==> src/rtl/nor_emu_pkg.sv <==
package nor_emu_pkg;

    typedef enum logic [3:0] {
        S_READ,
        S_UNL1,
        S_UNL2,
        S_PROG_WAIT,
        S_AUTOSEL,
        S_ERA_SET,
        S_ERA_UNL1,
        S_ERA_UNL2,
        S_PROG_BUSY,
        S_ERA_WIN,
        S_ERA_BUSY,
        S_FAIL
    } nor_state_e;

    localparam logic [7:0]  C_KEY1   = 8'hAA;
    localparam logic [7:0]  C_KEY2   = 8'h55;
    localparam logic [7:0]  C_PROG   = 8'hA0;
    localparam logic [7:0]  C_IDENT  = 8'h90;
    localparam logic [7:0]  C_ERASE  = 8'h80;
    localparam logic [7:0]  C_SECT   = 8'h30;
    localparam logic [7:0]  C_RESET  = 8'hF0;
    localparam logic [10:0] A_KEY1   = 11'h555;
    localparam logic [10:0] A_KEY2   = 11'h2AA;

endpackage

==> src/rtl/nor_emu_array.sv <==
module nor_emu_array #(
    parameter int ARR_W  = 6,
    parameter int SECT_W = 2,
    parameter int DATA_W = 16
) (
    input  logic              clk,
    input  logic              rst_n,
    input  logic [ARR_W-1:0]  rd_idx,
    output logic [DATA_W-1:0] rd_word,
    input  logic              prog_en,
    input  logic [ARR_W-1:0]  prog_idx,
    input  logic [DATA_W-1:0] prog_data,
    input  logic              erase_en,
    input  logic [SECT_W-1:0] erase_sect
);
    localparam int DEPTH    = 1 << ARR_W;
    localparam int SWORDS_W = ARR_W - SECT_W;

    logic [DATA_W-1:0] mem_q [DEPTH];

    for (genvar g = 0; g < DEPTH; g++) begin : g_word
        localparam logic [ARR_W-1:0] IDX = ARR_W'(g);
        always_ff @(posedge clk or negedge rst_n) begin
            if (!rst_n) begin
                mem_q[g] <= '1;
            end else if (erase_en && IDX[ARR_W-1 -: SECT_W] == erase_sect) begin
                mem_q[g] <= '1;
            end else if (prog_en && IDX == prog_idx) begin
                mem_q[g] <= mem_q[g] & prog_data;
            end
        end
    end

    assign rd_word = mem_q[rd_idx];

    // first word of an erased sector is all ones afterwards
    p_erase_ones_r5: assert property (@(posedge clk) disable iff (!rst_n)
        erase_en |=> mem_q[{$past(erase_sect), {SWORDS_W{1'b0}}}] == '1);

    // the controller never asks to raise a bit, so the word holds the data exactly
    p_prog_exact_r3: assert property (@(posedge clk) disable iff (!rst_n)
        (prog_en && !erase_en) |=> mem_q[$past(prog_idx)] == $past(prog_data));

endmodule

==> src/rtl/nor_emu_status.sv <==
module nor_emu_status #(
    parameter int DATA_W = 16
) (
    input  logic              prog_act,
    input  logic              erase_run,
    input  logic              fail,
    input  logic              pbit7,
    input  logic              tog,
    input  logic              tog2,
    output logic [DATA_W-1:0] status
);
    always_comb begin
        status    = '0;
        status[7] = prog_act ? ~pbit7 : 1'b0;
        status[6] = tog;
        status[5] = fail;
        status[3] = erase_run;
        status[2] = tog2;
    end
endmodule

==> src/rtl/nor_cmd_emu.sv <==
module nor_cmd_emu
    import nor_emu_pkg::*;
#(
    parameter int          ADDR_W    = 11,
    parameter int          DATA_W    = 16,
    parameter int          ARR_W     = 6,
    parameter int          SECT_W    = 2,
    parameter int          PROG_CYC  = 5,
    parameter int          ERASE_WIN = 4,
    parameter int          ERASE_CYC = 12,
    parameter logic [15:0] MFR_ID    = 16'h00C2,
    parameter logic [15:0] DEV_ID    = 16'h22A7
) (
    input  logic              clk,
    input  logic              rst_n,
    input  logic              wr_en,
    input  logic              rd_en,
    input  logic [ADDR_W-1:0] addr,
    input  logic [DATA_W-1:0] wdata,
    output logic [DATA_W-1:0] rdata,
    output logic              ready
);
    localparam int NSECT = 1 << SECT_W;
    localparam int MAXC  = (PROG_CYC > ERASE_WIN)
                         ? ((PROG_CYC > ERASE_CYC) ? PROG_CYC : ERASE_CYC)
                         : ((ERASE_WIN > ERASE_CYC) ? ERASE_WIN : ERASE_CYC);
    localparam int CNT_W = $clog2(MAXC + 1);

    typedef struct packed {
        nor_state_e        st;
        logic [CNT_W-1:0]  cnt;
        logic [ARR_W-1:0]  pidx;
        logic [DATA_W-1:0] pdata;
        logic [NSECT-1:0]  sel;
        logic [NSECT-1:0]  pend;
        logic              tog;
        logic              tog2;
        logic [DATA_W-1:0] rdata;
    } regs_t;

    regs_t q, d;

    logic [ARR_W-1:0]  idx_d;
    logic [SECT_W-1:0] sect_d;
    logic [7:0]        cmd_d;
    logic [10:0]       cadr_d;
    logic [DATA_W-1:0] arr_word;
    logic [DATA_W-1:0] stat_word;
    logic [SECT_W-1:0] low_sect;
    logic [NSECT-1:0]  pend_left;
    logic              busy_d, erase_act_d;
    logic              prog_en, erase_en;

    assign idx_d       = addr[ARR_W-1:0];
    assign sect_d      = idx_d[ARR_W-1 -: SECT_W];
    assign cmd_d       = wdata[7:0];
    assign cadr_d      = addr[10:0];
    assign busy_d      = q.st inside {S_PROG_BUSY, S_ERA_WIN, S_ERA_BUSY, S_FAIL};
    assign erase_act_d = q.st inside {S_ERA_WIN, S_ERA_BUSY};

    always_comb begin
        low_sect = '0;
        for (int s = NSECT - 1; s >= 0; s--) begin
            if (q.pend[s]) low_sect = SECT_W'(s);
        end
    end
    assign pend_left = q.pend & ~(NSECT'(1) << low_sect);

    nor_emu_array #(.ARR_W(ARR_W), .SECT_W(SECT_W), .DATA_W(DATA_W)) u_array (
        .clk       (clk),
        .rst_n     (rst_n),
        .rd_idx    (idx_d),
        .rd_word   (arr_word),
        .prog_en   (prog_en),
        .prog_idx  (q.pidx),
        .prog_data (q.pdata),
        .erase_en  (erase_en),
        .erase_sect(low_sect)
    );

    nor_emu_status #(.DATA_W(DATA_W)) u_status (
        .prog_act (q.st inside {S_PROG_BUSY, S_FAIL}),
        .erase_run(q.st == S_ERA_BUSY),
        .fail     (q.st == S_FAIL),
        .pbit7    (q.pdata[7]),
        .tog      (q.tog),
        .tog2     (q.tog2),
        .status   (stat_word)
    );

    always_comb begin
        d        = q;
        prog_en  = 1'b0;
        erase_en = 1'b0;

        if (rd_en) begin
            if (busy_d) begin
                d.rdata = stat_word;
                d.tog   = ~q.tog;
                if (erase_act_d && q.sel[sect_d]) d.tog2 = ~q.tog2;
            end else if (q.st == S_AUTOSEL) begin
                if (idx_d == '0)                d.rdata = DATA_W'(MFR_ID);
                else if (idx_d == ARR_W'(1))    d.rdata = DATA_W'(DEV_ID);
                else                            d.rdata = '0;
            end else begin
                d.rdata = arr_word;
            end
        end

        unique case (q.st)
            S_READ: if (wr_en && cadr_d == A_KEY1 && cmd_d == C_KEY1) d.st = S_UNL1;
            S_UNL1: if (wr_en) d.st = (cadr_d == A_KEY2 && cmd_d == C_KEY2) ? S_UNL2 : S_READ;
            S_UNL2: if (wr_en) begin
                d.st = S_READ;
                if (cadr_d == A_KEY1) begin
                    if (cmd_d == C_PROG)       d.st = S_PROG_WAIT;
                    else if (cmd_d == C_IDENT) d.st = S_AUTOSEL;
                    else if (cmd_d == C_ERASE) d.st = S_ERA_SET;
                end
            end
            S_PROG_WAIT: if (wr_en) begin
                d.pidx  = idx_d;
                d.pdata = wdata;
                if (|(wdata & ~arr_word)) begin
                    d.st = S_FAIL;
                end else begin
                    d.st  = S_PROG_BUSY;
                    d.cnt = CNT_W'(PROG_CYC - 1);
                end
            end
            S_AUTOSEL:  if (wr_en && cmd_d == C_RESET) d.st = S_READ;
            S_ERA_SET:  if (wr_en) d.st = (cadr_d == A_KEY1 && cmd_d == C_KEY1) ? S_ERA_UNL1 : S_READ;
            S_ERA_UNL1: if (wr_en) d.st = (cadr_d == A_KEY2 && cmd_d == C_KEY2) ? S_ERA_UNL2 : S_READ;
            S_ERA_UNL2: if (wr_en) begin
                if (cmd_d == C_SECT) begin
                    d.st           = S_ERA_WIN;
                    d.sel          = '0;
                    d.sel[sect_d]  = 1'b1;
                    d.pend         = '0;
                    d.pend[sect_d] = 1'b1;
                    d.cnt          = CNT_W'(ERASE_WIN - 1);
                end else begin
                    d.st = S_READ;
                end
            end
            S_PROG_BUSY: begin
                if (q.cnt == '0) begin
                    prog_en = 1'b1;
                    d.st    = S_READ;
                end else begin
                    d.cnt = q.cnt - CNT_W'(1);
                end
            end
            S_ERA_WIN: begin
                if (wr_en && cmd_d == C_SECT) begin
                    d.sel[sect_d]  = 1'b1;
                    d.pend[sect_d] = 1'b1;
                    d.cnt          = CNT_W'(ERASE_WIN - 1);
                end else if (q.cnt == '0) begin
                    d.st  = S_ERA_BUSY;
                    d.cnt = CNT_W'(ERASE_CYC - 1);
                end else begin
                    d.cnt = q.cnt - CNT_W'(1);
                end
            end
            S_ERA_BUSY: begin
                if (q.cnt == '0) begin
                    erase_en = 1'b1;
                    d.pend   = pend_left;
                    if (pend_left == '0) begin
                        d.st  = S_READ;
                        d.sel = '0;
                    end else begin
                        d.cnt = CNT_W'(ERASE_CYC - 1);
                    end
                end else begin
                    d.cnt = q.cnt - CNT_W'(1);
                end
            end
            S_FAIL: if (wr_en && cmd_d == C_RESET) d.st = S_READ;
            default: d.st = S_READ;
        endcase
    end

    always_ff @(posedge clk or negedge rst_n) begin
        if (!rst_n) begin
            q       <= '0;
            q.st    <= S_READ;
        end else begin
            q <= d;
        end
    end

    assign rdata = q.rdata;
    assign ready = ~busy_d;

    // the device becomes ready only by landing in array-read state
    p_ready_to_read_r10: assert property (@(posedge clk) disable iff (!rst_n)
        $rose(ready) |-> q.st == S_READ);

    // the failure state persists until the reset command
    p_fail_sticky_r8: assert property (@(posedge clk) disable iff (!rst_n)
        (q.st == S_FAIL && !(wr_en && wdata[7:0] == C_RESET)) |=> (q.st == S_FAIL && !ready));

    // writes during a running erase do not change the operation
    p_erase_ignores_r9: assert property (@(posedge clk) disable iff (!rst_n)
        (q.st == S_ERA_BUSY && wr_en) |=> q.st inside {S_ERA_BUSY, S_READ});

    // a program commit never sees an empty target state transition
    p_prog_from_busy_r3: assert property (@(posedge clk) disable iff (!rst_n)
        prog_en |=> (ready && $past(q.st) == S_PROG_BUSY));

endmodule

==> config.mk <==
export PLATFORM = sky130hd
export DESIGN_NAME = nor_cmd_emu
export DESIGN_NICKNAME = d
export VERILOG_FILES = /design/src/rtl/nor_emu_pkg.sv /design/src/rtl/nor_emu_array.sv /design/src/rtl/nor_emu_status.sv /design/src/rtl/nor_cmd_emu.sv
export SDC_FILE = /design/constraint.sdc
export NUM_CORES = 2
export LEC_CHECK = 0
export ABC_AREA = 1
export ABC_CLOCK_PERIOD_IN_PS = 2300
export BUFFER_PORTS_ARGS = -buffer_cell sky130_fd_sc_hd__buf_2
export CORE_MARGIN = 5
export CORE_UTILIZATION = 30
export DETAILED_ROUTE_END_ITERATION = 6
export PLACE_DENSITY = 0.45
export SYNTH_ARGS = -nofsm -noshare
export SYNTH_HDL_FRONTEND = slang
export SYNTH_HIERARCHICAL = 1
export SYNTH_SLANG_ARGS = --single-unit
==> constraint.sdc <==
create_clock -name clk -period 2.3 [get_ports clk]
set_clock_uncertainty 0.15 [all_clocks]
set_input_delay 0.23 -clock clk [delete_from_list [all_inputs] [get_ports clk]]
set_output_delay 0.23 -clock clk [all_outputs]
set_load 0.05 [all_outputs]
==> impl_metrics.env <==
export IMPL_vias_per_cell=5.07
export IMPL_wl_per_cell_um=21.8
export IMPL_period_share_pct=112
export IMPL_core_area_sq_um=172000
export IMPL_io_pins=48
export IMPL_area_growth_syn_to_layout_pct=22.8
export IMPL_die_area_sq_um=181000
export IMPL_hpwl_um=122000
export IMPL_die_w_um=426
export IMPL_drt_first_pass_iters=5
export IMPL_fin_nets=6509
export IMPL_rsz0062_at_grt="yes"
export IMPL_routed_wl_um=193000
export IMPL_yosys_warnings=6
export IMPL_yosysSeqAreaShare_pct=54.5
export IMPL_n_fill_cell=17800
export IMPL_ys_types=41
export IMPL_synth_top_cell_by_area="dfstp_2"
export IMPL_drc=0
export IMPL_drt_iter0_drc=3485
export IMPL_fin_ws_ps=-268
export IMPL_grt_total_usage_pct=21.1
export IMPL_synth_top_area_share_pct=51.8
export IMPL_cp_arrival_ps=3090
export IMPL_yosys_top_cells_area="dfstp_2 52%, nand2_1 18%, o21ai_0 8.8%, nand3_1 8.7%, dfrtp_1 2.7%"
export IMPL_hold_path_class="in -> async"
export IMPL_final_seq_area_sq_um=28300
export IMPL_cts_root_buf="clkbuf_16"
export IMPL_final_max_slew_viol_count=0
export IMPL_synth_cells=6397
export IMPL_insertion_delay_ps=780
export IMPL_die_y_um=426
export IMPL_synth_common_cells="2523 x nand2_1, 1024 x dfstp_2, 913 x o21ai_0, 902 x nand3_1, 341 x clkbuf_1"
export IMPL_tns_ps=-21080
export IMPL_clk_pin_slew_ps=60
export IMPL_antenna_found_initial=2
export IMPL_cts_htree_levels=4
export IMPL_fmaxAchievable_ghz=0.389
export IMPL_cts_tree="done"
export IMPL_grt_pass1_wl_um=296000
export IMPL_tightest_slew_ps=756
export IMPL_ys_ff_latch=1080
export IMPL_syn_area_per_cell_sq_um=8.11
export IMPL_irDropWorstVdd_uv=514
export IMPL_synth_edf_count=0
export IMPL_yosysMostFrequentCell="nand2_1"
export IMPL_critPathKind="reg -> reg"
export IMPL_gr_total_overflow=0
export IMPL_startpoint_type="flip-flop"
export IMPL_p_per_area_nw_per_um2=687
export IMPL_drive_above_1_share_pct=30.7
export IMPL_critPathCaptureType="flip-flop"
export IMPL_cts_sinks=1080
export IMPL_place_congestion=0.873
export IMPL_initial_core_util_pct=30.2
export IMPL_cts_buffer_depth=3
export IMPL_setup_violations=297
export IMPL_drtAntennaViolNets=0
export IMPL_synth_flop_cell="dfstp_2"
export IMPL_syn_cell_area_sq_um=51900
export IMPL_failed_checks="setup timing"
export IMPL_finalHoldViolCount=0
export IMPL_rows=152
export IMPL_p_leak_nw=30.6
export IMPL_cp_max_fo=2
export IMPL_io_buffers=47
export IMPL_outcome="complete, but fails checks"
export IMPL_slew_headroom_pct=49.6
export IMPL_grt_max_degree=122
export IMPL_timing_hold_ws_ps=75.4
export IMPL_multi_input_area_sq_um=22200
export IMPL_min_period_ps=2570
export IMPL_grt_pass1_vias=44900
export IMPL_num_vias=45000
export IMPL_crit_required_ps=2820
export IMPL_async_flop_share_pct=100
export IMPL_drv_cap=0
export IMPL_cts_buffers=131
==> per-layer routing <==
metal  track usage, %  wire (um)  up-vias
met5                0          0        -
met4             6.01       5450        0
met3             2.72       7670      244
met2             33.7      89100      941
met1             30.0      91200    22800
li1                 -          -    21100
==> metrics by stage <==
stage                     utilization [%]  cells  cell area (sq um)  setup slack [ps]  total power (W)
final                                37.1   8889              63700              -268           0.0438
after global routing                 37.1   8886              63700              -453           0.0455
after CTS                            36.7   8888              63000              -319           0.0443
after detailed placement             33.4   8613              57500             -1270           0.0226
after global placement               33.4   8613              57500             -1310           0.0227
after floorplan                         -   6407              52100             0.115           0.0208
==> cells by family after synthesis <==
family / share of synthesized area, %
other: 0.00722
adders and majority gates: 0.0482
AOI/OAI and AO/OA: 10.7
buffers and inverters: 5.56
and+or+nand+nor: 28.8
muxes: 0.260
DFF: 54.5
xor gates and xnor gates: 0.0675
==> worst paths after layout <==
| check | startpoint | to | slack (ps) | depth (start not counted) |
|---|---|---|---|---|
| min in group clk | wdata[7] | q[54] | 80 | 7 |
| hold / removal | rst_n | u_array/mem_q[436] | 80 | 2 |
| max in group asynchronous | rst_n | u_array/mem_q[272] | 1150 | 4 |
| setup reg to reg | u_array/mem_q[620] | q[52] | -270 | 20 |
| hold reg to reg | q[17] | q[17] | 310 | 1 |
| setup / recovery | u_array/mem_q[620] | q[52] | -270 | 20 |
==> sequential cells by signal (all words and copies together) (netlist names) <==
name / count
q: 40
rdata: 16
u_array/mem_q: 1024
==> layout make-up <==
cell class              instances  area share, %
diodes                          4         0.0157
clock buffers                 200           6.10
clock inverters                32          0.770
inverters                      82          0.518
multi-input cells            4692           34.8
flip-flops and latches       1080           44.4
well taps                    2310           4.53
repair buffers                489           8.78
==> what timing repair did <==
action | 4_1_cts | 5_1_grt
gates cloned | 3 | 0
endpoints found under the hold margin | 450 | 0
hold buffers | 36 | 0
gates resized for setup | 152 | 187
buffers inserted | 8 | 1
pin swaps | 48 | 98
endpoints found under the setup margin | 1043 | 985
==> power by group <==
part	total [W]	internal [W]	leakage, nW	switching (W)
registers	0.0192	0.0191	11.3	0.0000342
logic	0.00346	0.00107	17.2	0.00238
clock network	0.0211	0.0124	2.15	0.00871
==> cells in the final DEF (no fill, tap or decap), types with 9 or more instances in the layout <==
| cell type | Yosys | final |
|---|---|---|
| nand2_1 | 2523 | 2447 |
| dfstp_2 | 1024 | 1024 |
| o21ai_0 | 913 | 886 |
| nand3_1 | 902 | 752 |
| buf_4 | 31 | 251 |
| o21ai_1 | 143 | 169 |
| buf_12 | 3 | 145 |
| clkbuf_16 | 0 | 133 |
| nand3_2 | 2 | 114 |
| nand2_2 | 5 | 69 |
| inv_1 | 65 | 58 |
| nor2_1 | 59 | 52 |
| buf_2 | 92 | 42 |
| dfrtp_1 | 56 | 40 |
| nand3_4 | 0 | 39 |
| clkbuf_1 | 341 | 36 |
| dlygate4sd3_1 | 0 | 36 |
| nand2_4 | 30 | 32 |
| clkbuf_8 | 0 | 31 |
| inv_2 | 16 | 20 |
| a21oi_1 | 20 | 19 |
| nor2_2 | 13 | 16 |
| dfrtp_2 | 0 | 16 |
| nand4_1 | 13 | 13 |
| clkinv_2 | 0 | 13 |
| conb_1 | 1 | 11 |
| nand2_8 | 0 | 10 |
| buf_6 | 29 | 9 |
==> worst max-delay path, cell delays in order (launching register included) <==
cell	delay, ps
dfstp_2	520
nand2_1	50
nand3_1	100
nand3_1	130
nand2_1	100
nand2_1	120
nand3_4	150
nand3_4	110
nand2_1	90
inv_1	50
nand2_1	50
nand2_1	60
nor2_2	90
nand2_2	110
buf_6	140
nor2_4	70
nor2_2	40
nor2_1	100
nand3_1	90
nand2_1	70
nand2_1	40
No activity file was read; power rests on OpenSTA's default activity.
